[src/rtl/irsir_pkg.sv]
package irsir_pkg;
  localparam int CTRL_W   = 8;
  localparam int EN_BIT   = 7;
  localparam int WSEL_BIT = 6;
  localparam int POL_BIT  = 5;

  typedef struct packed {
    logic en;    // infrared mode
    logic wsel;  // 1: fixed reference width, 0: baud width
    logic pol;   // 0: invert receive pin, 1: pass
  } ir_ctrl_t;
endpackage

[src/rtl/irsir_ctrl_reg.sv]
module irsir_ctrl_reg
  import irsir_pkg::*;
(
  input  logic              clk,
  input  logic              rst_n,
  input  logic              we,
  input  logic [CTRL_W-1:0] wdata,
  output ir_ctrl_t          ctrl,
  output logic [CTRL_W-1:0] rdata
);
  ir_ctrl_t ctrl_q, ctrl_d;

  always_comb begin
    ctrl_d = ctrl_q;
    if (we) begin
      ctrl_d.en   = wdata[EN_BIT];
      ctrl_d.wsel = wdata[WSEL_BIT];
      ctrl_d.pol  = wdata[POL_BIT];
    end
  end

  always_ff @(posedge clk or negedge rst_n) begin
    if (!rst_n) ctrl_q <= '0;
    else        ctrl_q <= ctrl_d;
  end

  always_comb begin
    rdata           = '0;
    rdata[EN_BIT]   = ctrl_q.en;
    rdata[WSEL_BIT] = ctrl_q.wsel;
    rdata[POL_BIT]  = ctrl_q.pol;
  end

  assign ctrl = ctrl_q;


  wr_readback_chk: assert property (@(posedge clk) disable iff (!rst_n)
    we |=> (rdata[7:5] == $past(wdata[7:5])));

  rsvd_zero_chk: assert property (@(posedge clk) disable iff (!rst_n)
    (we && (|wdata[4:0])) |=> (rdata[4:0] == '0));
endmodule

[src/rtl/irsir_prescaler.sv]
module irsir_prescaler #(
  parameter int NW = 4
) (
  input  logic          clk,
  input  logic          rst_n,
  input  logic          restart,
  input  logic [NW-1:0] nsel,
  output logic          ref_tick
);
  localparam int CW = NW + 1;

  logic [CW-1:0] cnt_q, cnt_d;
  logic [CW-1:0] limit;

  assign limit    = {nsel, 1'b1};      // 2N+1
  assign ref_tick = (cnt_q == limit);

  always_comb begin
    if (restart)       cnt_d = '0;
    else if (ref_tick) cnt_d = '0;
    else               cnt_d = cnt_q + 1'b1;
  end

  always_ff @(posedge clk or negedge rst_n) begin
    if (!rst_n) cnt_q <= '0;
    else        cnt_q <= cnt_d;
  end


  ref_gap_chk: assert property (@(posedge clk) disable iff (!rst_n)
    ref_tick |=> !ref_tick);
endmodule

[src/rtl/irsir_tx_enc.sv]
module irsir_tx_enc #(
  parameter int TICKS_PER_BIT = 16,
  parameter int PULSE_UNITS   = 3
) (
  input  logic clk,
  input  logic rst_n,
  input  logic en,
  input  logic wsel,
  input  logic tick16,
  input  logic txd,
  input  logic ref_tick,
  output logic restart,
  output logic pulse
);
  localparam int BW = $clog2(TICKS_PER_BIT);
  localparam int RW = $clog2(PULSE_UNITS + 1);
  localparam logic [BW-1:0] LAST_TICK = BW'(TICKS_PER_BIT - 1);
  localparam logic [BW-1:0] END_TICK  = BW'(PULSE_UNITS);
  localparam logic [RW-1:0] END_REF   = RW'(PULSE_UNITS - 1);

  logic          busy_q, busy_d;
  logic [BW-1:0] bcnt_q, bcnt_d;
  logic          pulse_q, pulse_d;
  logic [RW-1:0] rcnt_q, rcnt_d;
  logic          start;

  assign start   = en && tick16 && !busy_q && !txd;
  assign restart = start;

  always_comb begin
    busy_d  = busy_q;
    bcnt_d  = bcnt_q;
    pulse_d = pulse_q;
    rcnt_d  = rcnt_q;
    if (!en) begin
      busy_d  = 1'b0;
      pulse_d = 1'b0;
    end else if (start) begin
      busy_d  = 1'b1;
      bcnt_d  = BW'(1);
      pulse_d = 1'b1;
      rcnt_d  = '0;
    end else begin
      if (busy_q && tick16) begin
        bcnt_d = bcnt_q + 1'b1;
        if (bcnt_q == LAST_TICK) busy_d = 1'b0;
      end
      if (pulse_q) begin
        if (!wsel && tick16 && busy_q && bcnt_q == END_TICK) pulse_d = 1'b0;
        if (wsel && ref_tick) begin
          rcnt_d = rcnt_q + 1'b1;
          if (rcnt_q == END_REF) pulse_d = 1'b0;
        end
      end
    end
  end

  always_ff @(posedge clk or negedge rst_n) begin
    if (!rst_n) begin
      busy_q  <= 1'b0;
      bcnt_q  <= '0;
      pulse_q <= 1'b0;
      rcnt_q  <= '0;
    end else begin
      busy_q  <= busy_d;
      bcnt_q  <= bcnt_d;
      pulse_q <= pulse_d;
      rcnt_q  <= rcnt_d;
    end
  end

  assign pulse = pulse_q;


  pulse_on_zero_chk: assert property (@(posedge clk) disable iff (!rst_n)
    $rose(pulse_q) |-> $past(!txd && tick16 && en));

  quiet_when_off_chk: assert property (@(posedge clk) disable iff (!rst_n)
    !en |=> !pulse_q);
endmodule

[src/rtl/irsir_rx_dec.sv]
module irsir_rx_dec #(
  parameter int SYNC_STAGES   = 2,
  parameter int TICKS_PER_BIT = 16
) (
  input  logic clk,
  input  logic rst_n,
  input  logic en,
  input  logic pol,
  input  logic tick16,
  input  logic pin,
  output logic low_out
);
  localparam int CW = $clog2(TICKS_PER_BIT);
  localparam logic [CW-1:0] LAST = CW'(TICKS_PER_BIT - 1);

  logic                   corr;
  logic [SYNC_STAGES-1:0] sy_q;
  logic                   prev_q;
  logic                   rise;
  logic                   str_q, str_d;
  logic [CW-1:0]          cnt_q, cnt_d;

  assign corr = pol ? pin : ~pin;

  for (genvar i = 0; i < SYNC_STAGES; i++) begin : g_sync
    logic d;
    if (i == 0) begin : g_first
      assign d = corr;
    end else begin : g_next
      assign d = sy_q[i-1];
    end
    always_ff @(posedge clk or negedge rst_n) begin
      if (!rst_n) sy_q[i] <= 1'b0;
      else        sy_q[i] <= d;
    end
  end

  assign rise = sy_q[SYNC_STAGES-1] && !prev_q;

  always_comb begin
    str_d = str_q;
    cnt_d = cnt_q;
    if (!en) begin
      str_d = 1'b0;
    end else if (rise) begin
      str_d = 1'b1;
      cnt_d = '0;
    end else if (str_q && tick16) begin
      cnt_d = cnt_q + 1'b1;
      if (cnt_q == LAST) str_d = 1'b0;
    end
  end

  always_ff @(posedge clk or negedge rst_n) begin
    if (!rst_n) begin
      prev_q <= 1'b0;
      str_q  <= 1'b0;
      cnt_q  <= '0;
    end else begin
      prev_q <= sy_q[SYNC_STAGES-1];
      str_q  <= str_d;
      cnt_q  <= cnt_d;
    end
  end

  assign low_out = str_q;


  stretch_end_chk: assert property (@(posedge clk) disable iff (!rst_n)
    $fell(str_q) |-> $past(tick16 || !en));
endmodule

[src/rtl/irsir_codec.sv]
module irsir_codec
  import irsir_pkg::*;
#(
  parameter int NW            = 4,
  parameter int SYNC_STAGES   = 2,
  parameter int TICKS_PER_BIT = 16,
  parameter int PULSE_UNITS   = 3
) (
  input  logic              clk,
  input  logic              rst_n,
  input  logic              tick16,
  input  logic              sync_mode,
  input  logic [NW-1:0]     clk_sel,
  input  logic              uart_txd,
  input  logic              ir_rxd,
  input  logic              reg_we,
  input  logic [CTRL_W-1:0] reg_wdata,
  output logic [CTRL_W-1:0] reg_rdata,
  output logic              ir_txd,
  output logic              uart_rxd,
  output logic              cfg_err
);
  logic [1:0] rs_q;
  logic       rst_s_n;
  ir_ctrl_t   ctrl;
  logic       ref_tick;
  logic       restart;
  logic       tx_pulse;
  logic       rx_low;
  logic       err_q, err_d;

  always_ff @(posedge clk or negedge rst_n) begin
    if (!rst_n) rs_q <= 2'b00;
    else        rs_q <= {rs_q[0], 1'b1};
  end
  assign rst_s_n = rs_q[1];

  irsir_ctrl_reg u_ctrl (
    .clk(clk), .rst_n(rst_s_n), .we(reg_we), .wdata(reg_wdata),
    .ctrl(ctrl), .rdata(reg_rdata)
  );

  irsir_prescaler #(.NW(NW)) u_pre (
    .clk(clk), .rst_n(rst_s_n), .restart(restart), .nsel(clk_sel),
    .ref_tick(ref_tick)
  );

  irsir_tx_enc #(.TICKS_PER_BIT(TICKS_PER_BIT), .PULSE_UNITS(PULSE_UNITS)) u_tx (
    .clk(clk), .rst_n(rst_s_n), .en(ctrl.en), .wsel(ctrl.wsel),
    .tick16(tick16), .txd(uart_txd), .ref_tick(ref_tick),
    .restart(restart), .pulse(tx_pulse)
  );

  irsir_rx_dec #(.SYNC_STAGES(SYNC_STAGES), .TICKS_PER_BIT(TICKS_PER_BIT)) u_rx (
    .clk(clk), .rst_n(rst_s_n), .en(ctrl.en), .pol(ctrl.pol),
    .tick16(tick16), .pin(ir_rxd), .low_out(rx_low)
  );

  assign err_d = ctrl.en && sync_mode;

  always_ff @(posedge clk or negedge rst_s_n) begin
    if (!rst_s_n) err_q <= 1'b0;
    else          err_q <= err_d;
  end

  assign cfg_err  = err_q;
  assign ir_txd   = ctrl.en ? tx_pulse : uart_txd;
  assign uart_rxd = ctrl.en ? ~rx_low  : ir_rxd;


  cfg_err_chk: assert property (@(posedge clk) disable iff (!rst_s_n)
    (reg_rdata[EN_BIT] && sync_mode) |=> cfg_err);

  pass_rx_chk: assert property (@(posedge clk) disable iff (!rst_s_n)
    !reg_rdata[EN_BIT] |-> (uart_rxd == ir_rxd));
endmodule

[config.mk]
export PLATFORM = sky130hd
export DESIGN_NAME = irsir_codec
export DESIGN_NICKNAME = d
export VERILOG_FILES = /design/src/rtl/irsir_pkg.sv /design/src/rtl/irsir_ctrl_reg.sv /design/src/rtl/irsir_prescaler.sv /design/src/rtl/irsir_tx_enc.sv /design/src/rtl/irsir_rx_dec.sv /design/src/rtl/irsir_codec.sv
export SDC_FILE = /design/constraint.sdc
export NUM_CORES = 1
export LEC_CHECK = 0
export BUFFER_PORTS_ARGS = -buffer_cell sky130_fd_sc_hd__buf_2
export CAP_MARGIN = 15
export CORE_MARGIN = 1
export CORE_UTILIZATION = 55
export CTS_CLUSTER_SIZE = 30
export DETAILED_ROUTE_END_ITERATION = 8
export GPL_ROUTABILITY_DRIVEN = 0
export PLACE_DENSITY_LB_ADDON = 0.12
export REMOVE_ABC_BUFFERS = 1
export SYNTH_ARGS = -nofsm -noshare
export SYNTH_HDL_FRONTEND = slang
export SYNTH_SLANG_ARGS = --single-unit
[constraint.sdc]
create_clock -name clk -period 1.5 [get_ports clk]
set_clock_uncertainty 0.15 [all_clocks]
set_input_delay 0 -clock clk [delete_from_list [all_inputs] [get_ports clk]]
set_output_delay 0 -clock clk [all_outputs]
set_load 0.005 [all_outputs]
==> results.cfg, run 1 <==
[global_routing]
antenna_found_initial = 0
grt_pass1_wl_um = 4350
grt_max_degree = 18
grt_overflow_total = 0
grt_pass1_vias = 990
grtUsageTotal = 0.231

[placed_design]
placed_cell_area_um2 = 1460
hpwl_um = 1730
io_buffer_count = 19

[yosys]
synth.top_cell.area_share = 0.522
synth_most_common_cell = dfrtp_1
async_flop_share = 1.00
yosysSeqAreaShare = 0.522
ys_types = 30
synthTopCellsByArea = dfrtp_1 (52%), buf_4 (4.6%), ha_1 (3.9%), o21ai_0 (3.9%), nor2_1 (3.8%)
synthTopCellsByCount = dfrtp_1 (27), nor2_1 (13), o21ai_0 (10), buf_4 (8), nand3_1 (7)
yosysWarnings = 0
ys_ff_latch = 27
synth_cells = 122
synthFlopType = dfrtp_1
syn_area_um2 = 1290
synth_top_area_cell = dfrtp_1
syn_avg_cell_area_um2 = 10.6
synth-edff-count = 0

[timing]
period_share = 1.00
rsz0062_at_grt = yes
hold-worst-slack_ps = 22.5
slew_viol_final = 0
timing.fmax_mhz = 664
finalCriticalPeriod_ps = 1510
setup_viol = 2
setup_slack_ps = -5.89
hold_viol_final = 0

[drt]
wl_um = 2580
dr_total_vias = 1010
first_iter_violations = 8
via_per_inst = 5.10
wl_per_cell_um = 13.0
dr.pass1.iters = 4
remaining_drc_errors = 0
ant_nets = 0

[critical_path]
crit_required_ps = 1620
worstSetupStartpointType = flip-flop
critPathKind = reg2reg
crit_fanout = 4
path_buf_inv = 0
worst_setup_path_end_kind = flip-flop
cp.depth = 4
cp_cell_sequence = xnor2_1, nand4_2, or3_4, a21oi_2
rr_worst_depth = 4
critical_path.max_stage_delay_ps = 430
slowest_stage = dfrtp_1
arrival_ps = 1620
critPathTopFamily = simple AND/OR/NAND/NOR gates

[floorplan]
dieArea_um2 = 2550
ios = 30
start_util = 0.585
coreArea_um2 = 2210
die_x_um = 50.5
die_height_um = 50.5
rows = 17

[clocking]
cts_tree = yes
numCtsBuffers = 3
h-tree-depth = 1
clock-sinks = 27
cts.path.max_buffers = 2
cts_root_buf = clkbuf_4
clk_pin_slew_ps = 140
clock_latency_ps = 320

[finish]
fin_area_um2 = 1700
post-route-util = 0.767
nets = 194
diodes = 0
drive_gt1_frac = 0.300
n_fill_cell = 155
syn2layout_area_growth_pct = 31.0

[power]
power_density_nw_per_um2 = 1100
p_leak_uw = 0.000808
peakVddDrop_mv = 0.819

[run]
maxCapViolCount = 0

[run_status]
status = finished, violations left
violations = negative setup slack

[worst_hold_path]
hp-class = reg2async
-- worst reg2reg max path: stages, from the launching register on --
cell and delay [ps]:
dfrtp_1 430, xnor2_1 170, nand4_2 170, or3_4 400, a21oi_2 130
-- what timing repair did --
action | 4_1_cts | 5_1_grt
endpoints found under the hold margin | 14 | 0
setup buffers | 1 | 4
endpoints found under the setup margin | 3 | 5
pin swaps | 2 | 2
gates resized for setup | 1 | 5
hold buffers | 16 | 0
-- through the flow --
step | setup WS, ps | TNS (ps) | total power (µW) | std cells
after global routing | -101 | -195 | 2000 | 198
after floorplan | 49.5 | 0 | 1270 | 117
final | -5.89 | -9.97 | 1870 | 198
after global placement | 16.1 | 0 | 1440 | 174
after detailed placement | -26.2 | -29.2 | 1470 | 174
after CTS | -0.361 | -0.361 | 1820 | 195
-- flip-flops by register name (all words and copies together) (netlist names) --
| signal | count |
|---|---|
| u_rx.prev_q | 1 |
| u_tx.busy_q | 1 |
| rs_q | 2 |
| u_rx.sy_q | 1 |
| u_ctrl.ctrl | 3 |
| u_rx.low_out | 1 |
| u_pre.cnt_q | 5 |
| u_rx.cnt_q | 4 |
| cfg_err | 1 |
| u_tx.bcnt_q | 4 |
| u_tx.rcnt_q | 2 |
| u_rx.g_sync.d | 1 |
| u_tx.pulse | 1 |
-- cells by family (layout without fill, tap and decap cells) --
logic type | count (synthesis) | in the layout | synth area share
AND/OR/NAND/NOR | 42 | 42 | 0.170
flip-flops | 27 | 27 | 0.522
AO/OA/AOI/OAI | 19 | 19 | 0.0918
buffers and inverters | 14 | 58 | 0.0647
XOR/XNOR | 10 | 10 | 0.0734
adder cells (fa/ha/maj) | 4 | 4 | 0.0386
multiplexers | 4 | 4 | 0.0338
other | 2 | 6 | 0.00580
-- layout make-up --
cell class,count,area (µm²),share of cell area
timing repair buffer,49,370,0.218
multi-input combinational,85,569,0.336
clock buffer,4,26.3,0.0155
sequential,27,677,0.399
tap,28,35.0,0.0206
inverter,5,18.8,0.0111
-- metal layers --
metal,vias to the layer above,routed length (µm),GRT usage
met1,481,1190,0.310
met2,26,1270,0.369
met3,4,94,0.0394
met5,-,0,0
met4,0,34,0.0972
li1,499,-,-
-- path summary, 6_finish.rpt --
path                                      from        endpoint  slack [ps]
worst max-delay path            u_pre.cnt_q[1]  u_tx.rcnt_q[0]          -6
worst min register to register         rs_q[1]  u_pre.cnt_q[0]          20
worst min-delay path                   rs_q[1]  u_pre.cnt_q[0]          20
min in group clk                       rs_q[0]         rs_q[1]         220
max in group asynchronous              rs_q[1]  u_ctrl.ctrl[2]         730
worst max register to register  u_pre.cnt_q[1]  u_tx.rcnt_q[0]          -6
-- where the power goes --
part           total (µW)  switching (µW)  internal, µW
clock                 307             202           104
sequential            968             115           853
combinational         593             251           342
-- placed cells by master, fill, tap and decap left out, drive strengths merged, types with 2 or more instances in the layout --
| master | netlist | layout |
|---|---|---|
| dlygate4sd3 | 0 | 15 |
| conb | 2 | 6 |
| or3 | 3 | 3 |
| nand3 | 7 | 7 |
| nor2b | 2 | 2 |
| buf | 9 | 34 |
| xnor2 | 6 | 6 |
| a21oi | 4 | 4 |
| ha | 4 | 4 |
| clkbuf | 0 | 4 |
| a22o | 3 | 3 |
| dfrtp | 27 | 27 |
| inv | 5 | 5 |
| nand4 | 4 | 4 |
| nor2 | 13 | 13 |
| o21ai | 10 | 10 |
| xor2 | 4 | 4 |
| mux2 | 3 | 3 |
| and2 | 2 | 2 |
| nand2 | 6 | 6 |
Power figures use the tool's default switching activity.
==> inputs of run 2 (changes only) <==
--- a/config.mk
+++ b/config.mk
@@ -8,7 +8,7 @@
 export BUFFER_PORTS_ARGS = -buffer_cell sky130_fd_sc_hd__buf_2
 export CAP_MARGIN = 15
 export CORE_MARGIN = 1
-export CORE_UTILIZATION = 55
+export CORE_UTILIZATION = 30
 export CTS_CLUSTER_SIZE = 30
 export DETAILED_ROUTE_END_ITERATION = 8
 export GPL_ROUTABILITY_DRIVEN = 0
==> run 2 against run 1 <==
The run now ends clean. First-iteration DRC count rose to 2.8 times the previous value. Sequential share of layout area grew 0.24 points. Die area rose by 80%. Cell count grew 7.6%.
==> results.cfg, run 2 (synthesized netlist as in run 1, its figures left out) <==
[run_status]
status = complete, no violations

[critical_path]
arrival_ps = 1530
rr_worst_depth = 4
worst_setup_path_end_kind = flip-flop
critPathKind = reg2reg
worstSetupStartpointType = flip-flop
crit_required_ps = 1560
crit_fanout = 6
regToRegSetupSlack_ps = 30
r2r-start = u_pre.cnt_q[3]
reg2reg_to = u_tx.rcnt_q[0]

[finish]
regMostFlops = u_pre.cnt_q
drive_gt1_frac = 0.282
layout_common_cells = dfrtp_1 (26), buf_2 (19), nor2_1 (13)
nets = 187
layout_commonest_cell = dfrtp_1
diodes = 0
syn2layout_area_growth_pct = 30.2
final_cells = 213
largest_reg_flops = 5
top_regs = u_pre.cnt_q (5), u_rx.cnt_q (4), u_tx.bcnt_q (4)

[drt]
remaining_drc_errors = 0
first_iter_violations = 22
dr_total_vias = 964
wl_um = 2380
ant_nets = 0
via_per_inst = 4.53
wl_per_cell_um = 11.2
dr.pass1.iters = 4

[global_routing]
grt_overflow_total = 0
grt_max_degree = 22
grt_pass1_vias = 956
grtUsageTotal = 0.127
grt_pass1_wl_um = 4280
antenna_found_initial = 0

[timing]
slew_viol_final = 0
finalCriticalPeriod_ps = 1470
hold_viol_final = 0
period_share = 0.981
rsz0062_at_grt = yes
timing.fmax_mhz = 679
setup_viol = 0

[floorplan]
ios = 30
dieArea_um2 = 4580
die_x_um = 67.7
die_height_um = 67.7
rows = 23
coreArea_um2 = 4090
start_util = 0.317

[power]
p_leak_uw = 0.000786
power_density_nw_per_um2 = 1150
total_power_uw = 1940
peakVddDrop_mv = 0.553

[placed_design]
io_buffer_count = 19
dp.cells = 195
hpwl_um = 1750

[run]
maxCapViolCount = 0

[clocking]
clock-sinks = 27
h-tree-depth = 1
clk_pin_slew_ps = 90
numCtsBuffers = 3
cts.path.max_buffers = 2
cts_tree = yes
cts_root_buf = clkbuf_8
clock_latency_ps = 270

[worst_hold_path]
hold_depth = 4
hold_end = u_rx.low_out
worstHoldStart = tick16
hp-class = in2reg
## run 2: what timing repair did
action,4_1_cts,5_1_grt
buffers inserted,1,1
endpoints found under the hold margin,13,1
hold buffers,12,1
pin swaps,6,3
endpoints found under the setup margin,2,4
gates resized for setup,0,6
## run 2: critical path, stage by stage (launching register included)
cell and delay, ps:
dfrtp_1 410, xnor2_2 180, nand4_4 150, or3_1 400
a21oi_2 110
## run 2: layout make-up
| class | count | area [µm²] |
|---|---|---|
| well taps | 50 | 62.6 |
| flip-flops and latches | 27 | 677 |
| multi-input cells | 85 | 586 |
| repair buffers | 42 | 298 |
| fillers | 392 | 2400 |
| clock buffers | 4 | 45.0 |
| inverters | 5 | 18.8 |
## run 2: worst max-delay path by stage
stage | start | cells after the start | to
floorplan | u_pre.cnt_q[2] | 4 | u_tx.rcnt_q[0]
global placement | u_pre.cnt_q[4] | 4 | u_tx.rcnt_q[0]
detailed placement | u_pre.cnt_q[4] | 4 | u_tx.rcnt_q[0]
CTS | u_pre.cnt_q[4] | 4 | u_tx.rcnt_q[0]
global route | u_pre.cnt_q[4] | 4 | u_tx.rcnt_q[0]
finish | u_pre.cnt_q[3] | 4 | u_tx.rcnt_q[0]
## run 2: layer usage
metal	vias up	routed length (µm)	GRT usage
met5	-	0	0
met4	0	24	0.0479
met3	2	119	0.0439
met2	23	1070	0.207
met1	455	1160	0.154
li1	484	-	-
## run 2: power by group
part	switching, µW	leakage [µW]	internal, µW	total (µW)
Sequential	115	0.000342	854	969
Combinational	246	0.000421	324	569
Clock	213	0.0000228	190	403
Total	574	0.000786	1370	1940
## run 2: metrics by stage
| step | hold slack [ps] | instance area, µm² | utilization | setup WS, ps | setup TNS, ps |
|---|---|---|---|---|---|
| 2_1_floorplan | -446 | 1240 | - | 49.5 | 0 |
| 3_3_place_gp | -366 | 1470 | 0.360 | 14.4 | 0 |
| 3_5_place_dp | -364 | 1470 | 0.360 | -22.9 | -22.9 |
| 4_1_cts | 0.589 | 1640 | 0.402 | -27.1 | -41.4 |
| 5_1_grt | 38.3 | 1690 | 0.413 | -26.6 | -51.4 |
| 6_report | 7.90 | 1690 | 0.413 | 28.1 | 0 |
==> inputs of run 3 (changes only) <==
--- a/config.mk
+++ b/config.mk
@@ -13,6 +13,7 @@
 export DETAILED_ROUTE_END_ITERATION = 8
 export GPL_ROUTABILITY_DRIVEN = 0
 export PLACE_DENSITY_LB_ADDON = 0.12
+export RECOVER_POWER = 100
 export REMOVE_ABC_BUFFERS = 1
 export SYNTH_ARGS = -nofsm -noshare
 export SYNTH_HDL_FRONTEND = slang
==> run 3 against run 2 <==
Cell count unchanged. Total power decreased by 0.42%. Worst hold slack about the same. Critical endpoint unchanged.
==> results.cfg, run 3 (synthesized netlist as in run 1, its figures left out) <==
[run_status]
status = complete, no violations

[clocking]
cts_tree = yes
clock_latency_ps = 270
cts.path.max_buffers = 2
numCtsBuffers = 3
clk_pin_slew_ps = 90
h-tree-depth = 1
clock-sinks = 27
cts_root_buf = clkbuf_8

[worst_hold_path]
hp-class = in2reg

[floorplan]
die_x_um = 67.7
ios = 30
coreArea_um2 = 4090
dieArea_um2 = 4580
rows = 23
die_height_um = 67.7
start_util = 0.317

[power]
p_int_uw = 1360
seq_power_share = 0.501
power_density_nw_per_um2 = 1160
p_leak_uw = 0.000764
power_frac_comb = 0.291
clock_power_share = 0.209
p_sw_uw = 573
peakVddDrop_mv = 0.552
switching_share = 0.296

[timing]
setup_viol = 0
rsz0062_at_grt = yes
timing.fmax_mhz = 679
period_share = 0.981
hold_viol_final = 0
slew_viol_final = 0
hold-worst-slack_ps = 7.87
fin_setup_tns_ps = 0
worst_pin_slew_ps = 528
finalCriticalPeriod_ps = 1470
max_slew_margin = 0.648

[drt]
dr_total_vias = 967
dr.pass1.iters = 4
ant_nets = 0
wl_per_cell_um = 11.2
first_iter_violations = 23
wl_um = 2380
remaining_drc_errors = 0
via_per_inst = 4.54

[placed_design]
placed_cell_area_um2 = 1470
io_buffer_count = 19
hpwl_um = 1750

[critical_path]
arrival_ps = 1530
crit_required_ps = 1560
crit_fanout = 6
worst_setup_path_end_kind = flip-flop
worstSetupStartpointType = flip-flop
critPathKind = reg2reg

[finish]
layout_commonest_cell = dfrtp_1
syn2layout_area_growth_pct = 28.7
n_fill_cell = 400
largest_reg_flops = 5
nets = 187
regMostFlops = u_pre.cnt_q
diodes = 0
drive_gt1_frac = 0.233
register_area_um2 = 677
layout_common_cells = dfrtp_1 (26), buf_2 (15), nor2_1 (13)
fin_area_um2 = 1670
top_regs = u_pre.cnt_q (5), u_rx.cnt_q (4), u_tx.bcnt_q (4)
multi_input_area_um2 = 581

[run]
maxCapViolCount = 0

[global_routing]
grt_max_degree = 22
grtUsageTotal = 0.127
grt_overflow_total = 0
grt_pass1_vias = 956
grt_pass1_wl_um = 4280
antenna_found_initial = 0
-- run 3: changes by cell type in the layout (fill, tap and decap cells not counted) --
cell and delta:
buf_2 -4, buf_4 -4, clkbuf_1 +5, nor3b_2 -1
clkbuf_2 +1, buf_1 +1, mux2_1 +1, mux2_2 -1
nor3b_1 +1, clkbuf_4 +1
-- run 3: per-layer routing --
metal | vias to the layer above | routed length [µm] | global-route usage
met3 | 2 | 120 | 0.0439
li1 | 485 | - | -
met5 | - | 0 | 0
met1 | 457 | 1170 | 0.154
met4 | 0 | 24 | 0.0479
met2 | 23 | 1060 | 0.207
-- run 3: worst max-delay path: stages, from the launching register on --
cell,delay [ps]
dfrtp_1,410
xnor2_2,180
nand4_4,150
or3_1,400
a21oi_2,110
-- run 3: worst paths after layout --
check	slack (ps)	cells after the start	to	startpoint
min in group asynchronous	170	1	u_rx.prev_q	rs_q[1]
min	8	4	u_rx.low_out	tick16
max	30	4	u_tx.rcnt_q[0]	u_pre.cnt_q[3]
max in group asynchronous	540	1	u_tx.bcnt_q[1]	rs_q[1]
min reg2reg	170	1	u_rx.prev_q	rs_q[1]
max reg2reg	30	4	u_tx.rcnt_q[0]	u_pre.cnt_q[3]
-- run 3: area by class of cell --
cell class                      instances  area share
Sequential cell                        27       0.406
Multi-Input combinational cell         85       0.348
Timing Repair Buffer                   42       0.170
Tap cell                               50      0.0375
Clock buffer                            4      0.0270
Inverter                                5      0.0113
-- run 3: what timing repair did --
action | CTS | global route
endpoints found under the setup margin | 2 | 4
hold buffers | 12 | 1
pin swaps | 6 | 3
cloned | 0 | 0
buffers inserted | 1 | 1
resized for setup | 0 | 6
endpoints found under the hold margin | 13 | 1
-- run 3: stage by stage --
step                utilization  power, µW  setup slack (ps)  cells
finish                    0.408       1930              28.1    213
global route              0.408       2080             -26.6    213
CTS                       0.402       1920             -27.1    212
detailed placement        0.360       1460             -22.9    195
global placement          0.360       1450              14.4    195
floorplan                     -       1270              49.5    117
-- run 3: power groups by stage --
stage / combinational [µW] / clock [µW] / sequential, µW
2_1_floorplan: 287 / 0 / 979
3_3_place_gp: 471 / 0 / 975
3_5_place_dp: 477 / 0 / 978
4_1_cts: 529 / 435 / 960
5_1_grt: 632 / 460 / 989
6_report: 562 / 403 / 968
